## src/rtl/pdx_pkg.sv

```systemverilog
package pdx_pkg;
  typedef enum logic [1:0] {
    PH_ASYNC  = 2'd0,
    PH_SYNC   = 2'd1,
    PH_UNCERT = 2'd2
  } phase_e;

  typedef enum logic [1:0] {
    S_PD   = 2'd0,
    S_PRE  = 2'd1,
    S_EXIT = 2'd2,
    S_SYNC = 2'd3
  } seq_e;
endpackage

```

## src/rtl/pdx_cycle_ctr.sv

```systemverilog
module pdx_cycle_ctr #(
  parameter int CW = 24
) (
  input  logic          clk,
  input  logic          rst_n,
  output logic [CW-1:0] cyc
);
  always_ff @(posedge clk) begin
    if (!rst_n) cyc <= '0;
    else        cyc <= cyc + 1'b1;
  end
endmodule

```

## src/rtl/pdx_exit_seq.sv

```systemverilog
module pdx_exit_seq
  import pdx_pkg::*;
#(
  parameter int LW = 5,
  parameter int XW = 8
) (
  input  logic          clk,
  input  logic          rst_n,
  input  logic          mr_dll_ctl,
  input  logic [LW-1:0] al_cyc,
  input  logic [LW-1:0] cwl_cyc,
  input  logic [XW-1:0] txpdll_cyc,
  input  logic          exit_req,
  input  logic          pd_req,
  output logic          cke,
  output phase_e        phase
);
  localparam int KW = (LW + 1 > XW) ? LW + 1 : XW;

  seq_e          st;
  logic [KW-1:0] cnt;
  logic [LW:0]   tanpd;

  assign tanpd = {1'b0, al_cyc} + {1'b0, cwl_cyc} - 1'b1;

  always_ff @(posedge clk) begin
    if (!rst_n) begin
      st  <= S_PD;
      cnt <= '0;
    end else begin
      case (st)
        S_PD: if (exit_req) begin
          if (!mr_dll_ctl) begin
            st  <= S_PRE;
            cnt <= KW'(tanpd) - 1'b1;
          end else begin
            st <= S_SYNC;
          end
        end
        S_PRE: if (cnt == '0) begin
          st  <= S_EXIT;
          cnt <= KW'(txpdll_cyc) - 1'b1;
        end else begin
          cnt <= cnt - 1'b1;
        end
        S_EXIT: if (cnt == '0) st <= S_SYNC;
                else           cnt <= cnt - 1'b1;
        default: if (pd_req) st <= S_PD;
      endcase
    end
  end

  assign cke = (st == S_EXIT) || (st == S_SYNC);

  always_comb begin
    case (st)
      S_PRE, S_EXIT: phase = PH_UNCERT;
      S_SYNC:        phase = PH_SYNC;
      default:       phase = PH_ASYNC;
    endcase
  end

  logic unc;
  assign unc = (phase == PH_UNCERT);

  assert_cke_after_window_R2: assert property (@(posedge clk) disable iff (!rst_n)
    $rose(cke) |-> ($past(phase) == PH_UNCERT) || $past(mr_dll_ctl));
  assert_window_closes_to_sync_R3: assert property (@(posedge clk) disable iff (!rst_n)
    $fell(unc) |-> (phase == PH_SYNC) && cke);
  assert_window_opens_cke_low_R2: assert property (@(posedge clk) disable iff (!rst_n)
    $rose(unc) |-> !cke);
  assert_pd_entry_R6: assert property (@(posedge clk) disable iff (!rst_n)
    (phase == PH_SYNC) && pd_req |=> !cke && (phase == PH_ASYNC));
  assert_no_pd_in_window_R5: assert property (@(posedge clk) disable iff (!rst_n)
    unc && pd_req |=> phase != PH_ASYNC);
endmodule

```

## src/rtl/pdx_odt_window.sv

```systemverilog
module pdx_odt_window
  import pdx_pkg::*;
#(
  parameter int CW        = 24,
  parameter int LW        = 5,
  parameter int AONPD_MIN = 2,
  parameter int AONPD_MAX = 9,
  parameter int AOFPD_MIN = 2,
  parameter int AOFPD_MAX = 9,
  parameter int AON_MIN   = 0,
  parameter int AON_MAX   = 1,
  parameter int AOF_MIN   = 0,
  parameter int AOF_MAX   = 1
) (
  input  logic          clk,
  input  logic          rst_n,
  input  logic          odt_in,
  input  phase_e        phase,
  input  logic [LW-1:0] al_cyc,
  input  logic [LW-1:0] cwl_cyc,
  input  logic [CW-1:0] cyc,
  output logic          hit,
  output logic          rise,
  output phase_e        ph,
  output logic [CW-1:0] stamp,
  output logic [CW-1:0] early,
  output logic [CW-1:0] late
);
  logic          odt_q;
  logic [CW-1:0] odtl;
  logic [CW-1:0] a_lo, a_hi, s_lo, s_hi;

  always_ff @(posedge clk) begin
    if (!rst_n) odt_q <= 1'b0;
    else        odt_q <= odt_in;
  end

  assign hit   = (odt_in != odt_q);
  assign rise  = odt_in;
  assign ph    = phase;
  assign stamp = cyc;
  assign odtl  = CW'(al_cyc) + CW'(cwl_cyc) - CW'(2);

  always_comb begin
    if (odt_in) begin
      a_lo = cyc + CW'(AONPD_MIN);
      a_hi = cyc + CW'(AONPD_MAX);
      s_lo = cyc + odtl + CW'(AON_MIN);
      s_hi = cyc + odtl + CW'(AON_MAX);
    end else begin
      a_lo = cyc + CW'(AOFPD_MIN);
      a_hi = cyc + CW'(AOFPD_MAX);
      s_lo = cyc + odtl + CW'(AOF_MIN);
      s_hi = cyc + odtl + CW'(AOF_MAX);
    end
    case (phase)
      PH_SYNC: begin
        early = s_lo;
        late  = s_hi;
      end
      PH_UNCERT: begin
        early = (a_lo < s_lo) ? a_lo : s_lo;
        late  = (a_hi > s_hi) ? a_hi : s_hi;
      end
      default: begin
        early = a_lo;
        late  = a_hi;
      end
    endcase
  end
endmodule

```

## src/rtl/pdx_event_port.sv

```systemverilog
module pdx_event_port
  import pdx_pkg::*;
#(
  parameter int CW = 24
) (
  input  logic          clk,
  input  logic          rst_n,
  input  logic          hit,
  input  logic          in_rise,
  input  phase_e        in_ph,
  input  logic [CW-1:0] in_stamp,
  input  logic [CW-1:0] in_early,
  input  logic [CW-1:0] in_late,
  output logic          ev_valid,
  input  logic          ev_ready,
  output logic          ev_rise,
  output logic [1:0]    ev_phase,
  output logic [CW-1:0] ev_stamp,
  output logic [CW-1:0] ev_early,
  output logic [CW-1:0] ev_late
);
  logic free;
  assign free = !ev_valid || ev_ready;

  always_ff @(posedge clk) begin
    if (!rst_n) begin
      ev_valid <= 1'b0;
      ev_rise  <= 1'b0;
      ev_phase <= 2'd0;
      ev_stamp <= '0;
      ev_early <= '0;
      ev_late  <= '0;
    end else if (free) begin
      ev_valid <= hit;
      if (hit) begin
        ev_rise  <= in_rise;
        ev_phase <= in_ph;
        ev_stamp <= in_stamp;
        ev_early <= in_early;
        ev_late  <= in_late;
      end
    end
  end

  assert_hold_under_backpressure_R11: assert property (@(posedge clk) disable iff (!rst_n)
    ev_valid && !ev_ready |=> ev_valid && $stable(ev_stamp) && $stable(ev_early)
                              && $stable(ev_late) && $stable(ev_rise) && $stable(ev_phase));
  assert_bounds_ordered_R10: assert property (@(posedge clk) disable iff (!rst_n)
    ev_valid |-> ev_early <= ev_late);
  assert_phase_code_legal_R7: assert property (@(posedge clk) disable iff (!rst_n)
    ev_valid |-> ev_phase != 2'd3);
endmodule

```

## src/rtl/pdx_odt_tracker.sv

```systemverilog
module pdx_odt_tracker
  import pdx_pkg::*;
#(
  parameter int CW        = 24,
  parameter int LW        = 5,
  parameter int XW        = 8,
  parameter int AONPD_MIN = 2,
  parameter int AONPD_MAX = 9,
  parameter int AOFPD_MIN = 2,
  parameter int AOFPD_MAX = 9,
  parameter int AON_MIN   = 0,
  parameter int AON_MAX   = 1,
  parameter int AOF_MIN   = 0,
  parameter int AOF_MAX   = 1
) (
  input  logic          clk,
  input  logic          rst_n,
  input  logic          mr_dll_ctl,
  input  logic [LW-1:0] al_cyc,
  input  logic [LW-1:0] cwl_cyc,
  input  logic [XW-1:0] txpdll_cyc,
  input  logic          exit_req,
  input  logic          pd_req,
  input  logic          odt_in,
  output logic          cke,
  output logic          ph_async,
  output logic          ph_uncertain,
  output logic          ph_sync,
  output logic          ev_valid,
  input  logic          ev_ready,
  output logic          ev_rise,
  output logic [1:0]    ev_phase,
  output logic [CW-1:0] ev_stamp,
  output logic [CW-1:0] ev_early,
  output logic [CW-1:0] ev_late
);
  phase_e        phase, w_ph;
  logic [CW-1:0] cyc, w_stamp, w_early, w_late;
  logic          w_hit, w_rise;

  pdx_cycle_ctr #(.CW(CW)) u_ctr (.clk(clk), .rst_n(rst_n), .cyc(cyc));

  pdx_exit_seq #(.LW(LW), .XW(XW)) u_seq (
    .clk(clk), .rst_n(rst_n), .mr_dll_ctl(mr_dll_ctl), .al_cyc(al_cyc),
    .cwl_cyc(cwl_cyc), .txpdll_cyc(txpdll_cyc), .exit_req(exit_req),
    .pd_req(pd_req), .cke(cke), .phase(phase));

  pdx_odt_window #(
    .CW(CW), .LW(LW), .AONPD_MIN(AONPD_MIN), .AONPD_MAX(AONPD_MAX),
    .AOFPD_MIN(AOFPD_MIN), .AOFPD_MAX(AOFPD_MAX), .AON_MIN(AON_MIN),
    .AON_MAX(AON_MAX), .AOF_MIN(AOF_MIN), .AOF_MAX(AOF_MAX)
  ) u_win (
    .clk(clk), .rst_n(rst_n), .odt_in(odt_in), .phase(phase), .al_cyc(al_cyc),
    .cwl_cyc(cwl_cyc), .cyc(cyc), .hit(w_hit), .rise(w_rise), .ph(w_ph),
    .stamp(w_stamp), .early(w_early), .late(w_late));

  pdx_event_port #(.CW(CW)) u_port (
    .clk(clk), .rst_n(rst_n), .hit(w_hit), .in_rise(w_rise), .in_ph(w_ph),
    .in_stamp(w_stamp), .in_early(w_early), .in_late(w_late),
    .ev_valid(ev_valid), .ev_ready(ev_ready), .ev_rise(ev_rise),
    .ev_phase(ev_phase), .ev_stamp(ev_stamp), .ev_early(ev_early),
    .ev_late(ev_late));

  assign ph_async     = (phase == PH_ASYNC);
  assign ph_uncertain = (phase == PH_UNCERT);
  assign ph_sync      = (phase == PH_SYNC);

  assert_flags_onehot_R1: assert property (@(posedge clk) disable iff (!rst_n)
    $onehot({ph_async, ph_uncertain, ph_sync}));
  assert_sync_needs_cke_R4: assert property (@(posedge clk) disable iff (!rst_n)
    ph_sync |-> cke);
  assert_report_stamp_past_R7: assert property (@(posedge clk) disable iff (!rst_n)
    $rose(ev_valid) |-> ev_stamp == $past(cyc));
endmodule

```

## config.mk

```make
export PLATFORM = sky130hd
export DESIGN_NAME = pdx_odt_tracker
export DESIGN_NICKNAME = d
export VERILOG_FILES = /design/src/rtl/pdx_pkg.sv /design/src/rtl/pdx_cycle_ctr.sv /design/src/rtl/pdx_exit_seq.sv /design/src/rtl/pdx_odt_window.sv /design/src/rtl/pdx_event_port.sv /design/src/rtl/pdx_odt_tracker.sv
export SDC_FILE = /design/constraint.sdc
export NUM_CORES = 1
export LEC_CHECK = 0
export ABC_AREA = 1
export CORE_MARGIN = 3
export CORE_UTILIZATION = 40
export DETAILED_ROUTE_END_ITERATION = 10
export DONT_BUFFER_PORTS = 1
export SYNTH_ARGS = -nofsm -noshare
export SYNTH_HDL_FRONTEND = slang
export SYNTH_HIERARCHICAL = 1
export SYNTH_SLANG_ARGS = --single-unit
```

## constraint.sdc

```tcl
create_clock -name clk -period 5.5 [get_ports clk]
set_input_delay 0.825 -clock clk [delete_from_list [all_inputs] [get_ports clk]]
set_output_delay 0.825 -clock clk [all_outputs]
set_load 0.01 [all_outputs]
```

==> results.md <==
* Post-synthesis sequential area ratio at 0.185
* Crit path max fanout at 5
* Largest net degree at the start of global routing at 100
* Syn avg cell area at 5.99 um^2
* R2r worst-path depth at 29
* Antenna diodes at 0
* Critical path class: primary input to flip-flop
* Distinct cells, synth at 45
* GRT busiest layer: met2
* RSZ-0062 raised after global routing: true
* Placed instance area at 13000 um^2
* Worst Setup Slack, final at 0.0223 ns
* CP max stage delay at 0.56 ns
* Worst endpoint required time at 5.80 ns
* Final nets at 2216
* Synth Area in Compound Gates at 0.128
* Final global-route overflow total at 0
* CTS buffer count at 9
* Placed Instances at 2429
* Post-detail-place hpwl at 31500 um
* Post-Synth Adder-Cell Area at 0.130
* Wire per inst at 16.3 um
* CTS tree: built
* Die H at 179 um
* Routed Antenna Nets at 0
* Fraction of registers with async set/reset at 0
* Starting Density at 0.412
* Antenna violations before repair at 0
* DRC at 0
* Core ar. at 29100 um^2
* Rel. slew slack at 0.278
* Site row count at 62
* Clock Sinks at 111
* Commonest non-fill, non-tap cell in the layout: nand2_1
* Dpl ws at -0.476 ns
* Mux contribution to synthesized area at 0
* H-Tree Depth at 3
* CTS max path bufs at 2
* Largest family of logic cells by synthesized area: simple AND/OR/NAND/NOR gates
* Bufs and invs on worst path at 4
* Syn nets at 2147
* Primary FF master, synth: dfxtp_1
* GR Util met2 at 0.401
* First-pass GRT wire length at 60600 um
* Worst path top cell family by delay: simple AND/OR/NAND/NOR gates
* DR vias/cell at 5.06
* Placer Congestion at 0.991
* Synth Area in XOR/XNOR at 0.0528
* Vias in the first global route at 11416
* Root Driver: clkbuf_16
* Syn-to-layout area delta at 16.3%
* Port Buf Inserts at 0
* Fin area at 13900 um^2
* Total chip power at 5050 uW
* Clock slew at reported path FFs at 0.07 ns
* Final Cycle Share at 0.996
* DRT Pass-1 Iters at 7
* Grt met3 use at 0.0394
* # setup viols final at 0
* Total GRT Usage at 0.241
* Clk Latency, worst-skew pair at 0.36 ns
* Synthesis warning total at 6
* IO Pins at 105
* CP endpoint kind: flip-flop
* CP max stage cell: fa_2
* Overall routed net length at 39900 um
* M1 GR Usage at 0.316
* Synth Cell Area at 12000 um^2
* Fmax at 183 MHz
* Commonest non-fill, non-tap cells in the layout: nand2_1, inv_1, nor2_1
* Slew Limit Fails at 0
* Gate Count Post-Synth at 1999
* Critical path depth in cells at 31
* Leak at 0.00728 uW
* Simple-Gate Fraction of Synth Area at 0.349
* Worst VDD drop at 0.268 mV
* Fin crit period at 5.48 ns
* Max Cap Viol at 0
* Non-filler instance count after layout at 2456
* CP Launch Type: primary input
* #FFs+latches synth at 111
* P per Cell Area at 362 nW/um^2
* DRT iter0 DRCs at 900
* Outcome: completed
* Final hold violation count at 0
* Type of the worst min-delay path: flip-flop to flip-flop
* WHS at 0.475 ns
* DR vias at 12423
* Clk_skew at 0.0105 ns
* Least-Margin Pin Slew at 1.08 ns
* Arrival @ worst endpoint at 5.78 ns
* Worst Hold Depth at 2
* Width of the chip at 179 um
* Die ar. at 32100 um^2
* Share of post-route cells with drive strength above 1 at 0.153
* Number of flops mapped to enable cells by yosys at 0
==> stage by stage <==
step | utilization | setup TNS, ns
6_report | 0.479 | 0
2_1_floorplan | - | 0
5_1_grt | 0.479 | -3.98
3_3_place_gp | 0.448 | -12.16
4_1_cts | 0.460 | 0
3_5_place_dp | 0.448 | -16.36
==> cell type report <==
type                            instances  area (um^2)
Multi-Input combinational cell       1451         8410
Fill cell                            3140        15200
Inverter                              349         1320
Tap cell                              384          480
Sequential cell                       111         2220
Clock buffer                           10          229
Timing Repair Buffer                  146         1220
Clock inverter                          5         60.1
==> path summary, 6_finish.rpt <==
kind | endpoint | startpoint | slack, ns
min | u_seq/cnt[0]$_SDFFE_PN0P_ | u_seq/cnt[0]$_SDFFE_PN0P_ | 0.48
max | u_port/ev_late[3]$_SDFFE_PN0P_ | al_cyc[0] | 0.02
min reg2reg | u_seq/cnt[0]$_SDFFE_PN0P_ | u_seq/cnt[0]$_SDFFE_PN0P_ | 0.48
max reg2reg | u_port/ev_late[3]$_SDFFE_PN0P_ | u_ctr/cyc[1]$_SDFF_PN0_ | 0.75
==> registers in the layout, indices dropped and copies added (netlist names) <==
signal           count
u_ctr/cyc           24
u_port/ev_early     24
u_port/ev_late      24
u_port/ev_phase      2
u_port/ev_rise       1
u_port/ev_stamp     24
u_port/ev_valid      1
u_seq/cnt            8
u_seq/st             2
u_win/odt_q          1
==> cell usage after synthesis, drive strengths merged (3+ instances only) <==
cell / n / area (um^2)
nand2: 497 / 1930
nor2: 246 / 1050
ha: 120 / 1500
a21oi: 191 / 956
xnor2: 8 / 85.1
or2: 7 / 43.8
nand4: 22 / 138
nor3b: 3 / 22.5
clkbuf: 20 / 75.1
clkinv: 3 / 12.5
buf: 68 / 454
xor2: 60 / 548
inv: 346 / 1300
o21ai: 86 / 453
nor3: 16 / 80.1
fa: 3 / 60.1
nand3: 171 / 896
dfxtp: 111 / 2220
o211ai: 9 / 67.6
==> what timing repair did <==
action                                  in CTS  in global routing
endpoints found under the setup margin      23                 48
setup buffers                                2                  8
gates resized for setup                     16                124
pin swaps                                    7                 75
hold endpoints to repair                     0                  0
hold buffers                                 0                  0
cloned                                       1                  3
==> tightest hold or removal path, stage by stage, from the launching register on <==
cell and delay [ns]:
dfxtp_1 0.31, nand2_1 0.06, a21oi_1 0.06
==> report_power, final <==
part / internal (uW) / leakage [uW] / switching [uW]
Combinational: 1290 / 0.00623 / 2020
Sequential: 932 / 0.000913 / 143
Clock: 352 / 0.000139 / 312
==> metal layers <==
layer	vias to the layer above	part of all wire
met3	57	0.062
met5	-	0
met1	5609	0.45
met4	0	0.032
li1	6408	-
met2	349	0.46
==> cells by family after synthesis <==
family,after synthesis
adders and majority gates,123
xor gates and xnor gates,68
DFF,111
and+or+nand+nor,966
buffers and inverters,437
AOI/OAI and AO/OA,294
Power figures use the tool's default switching activity.
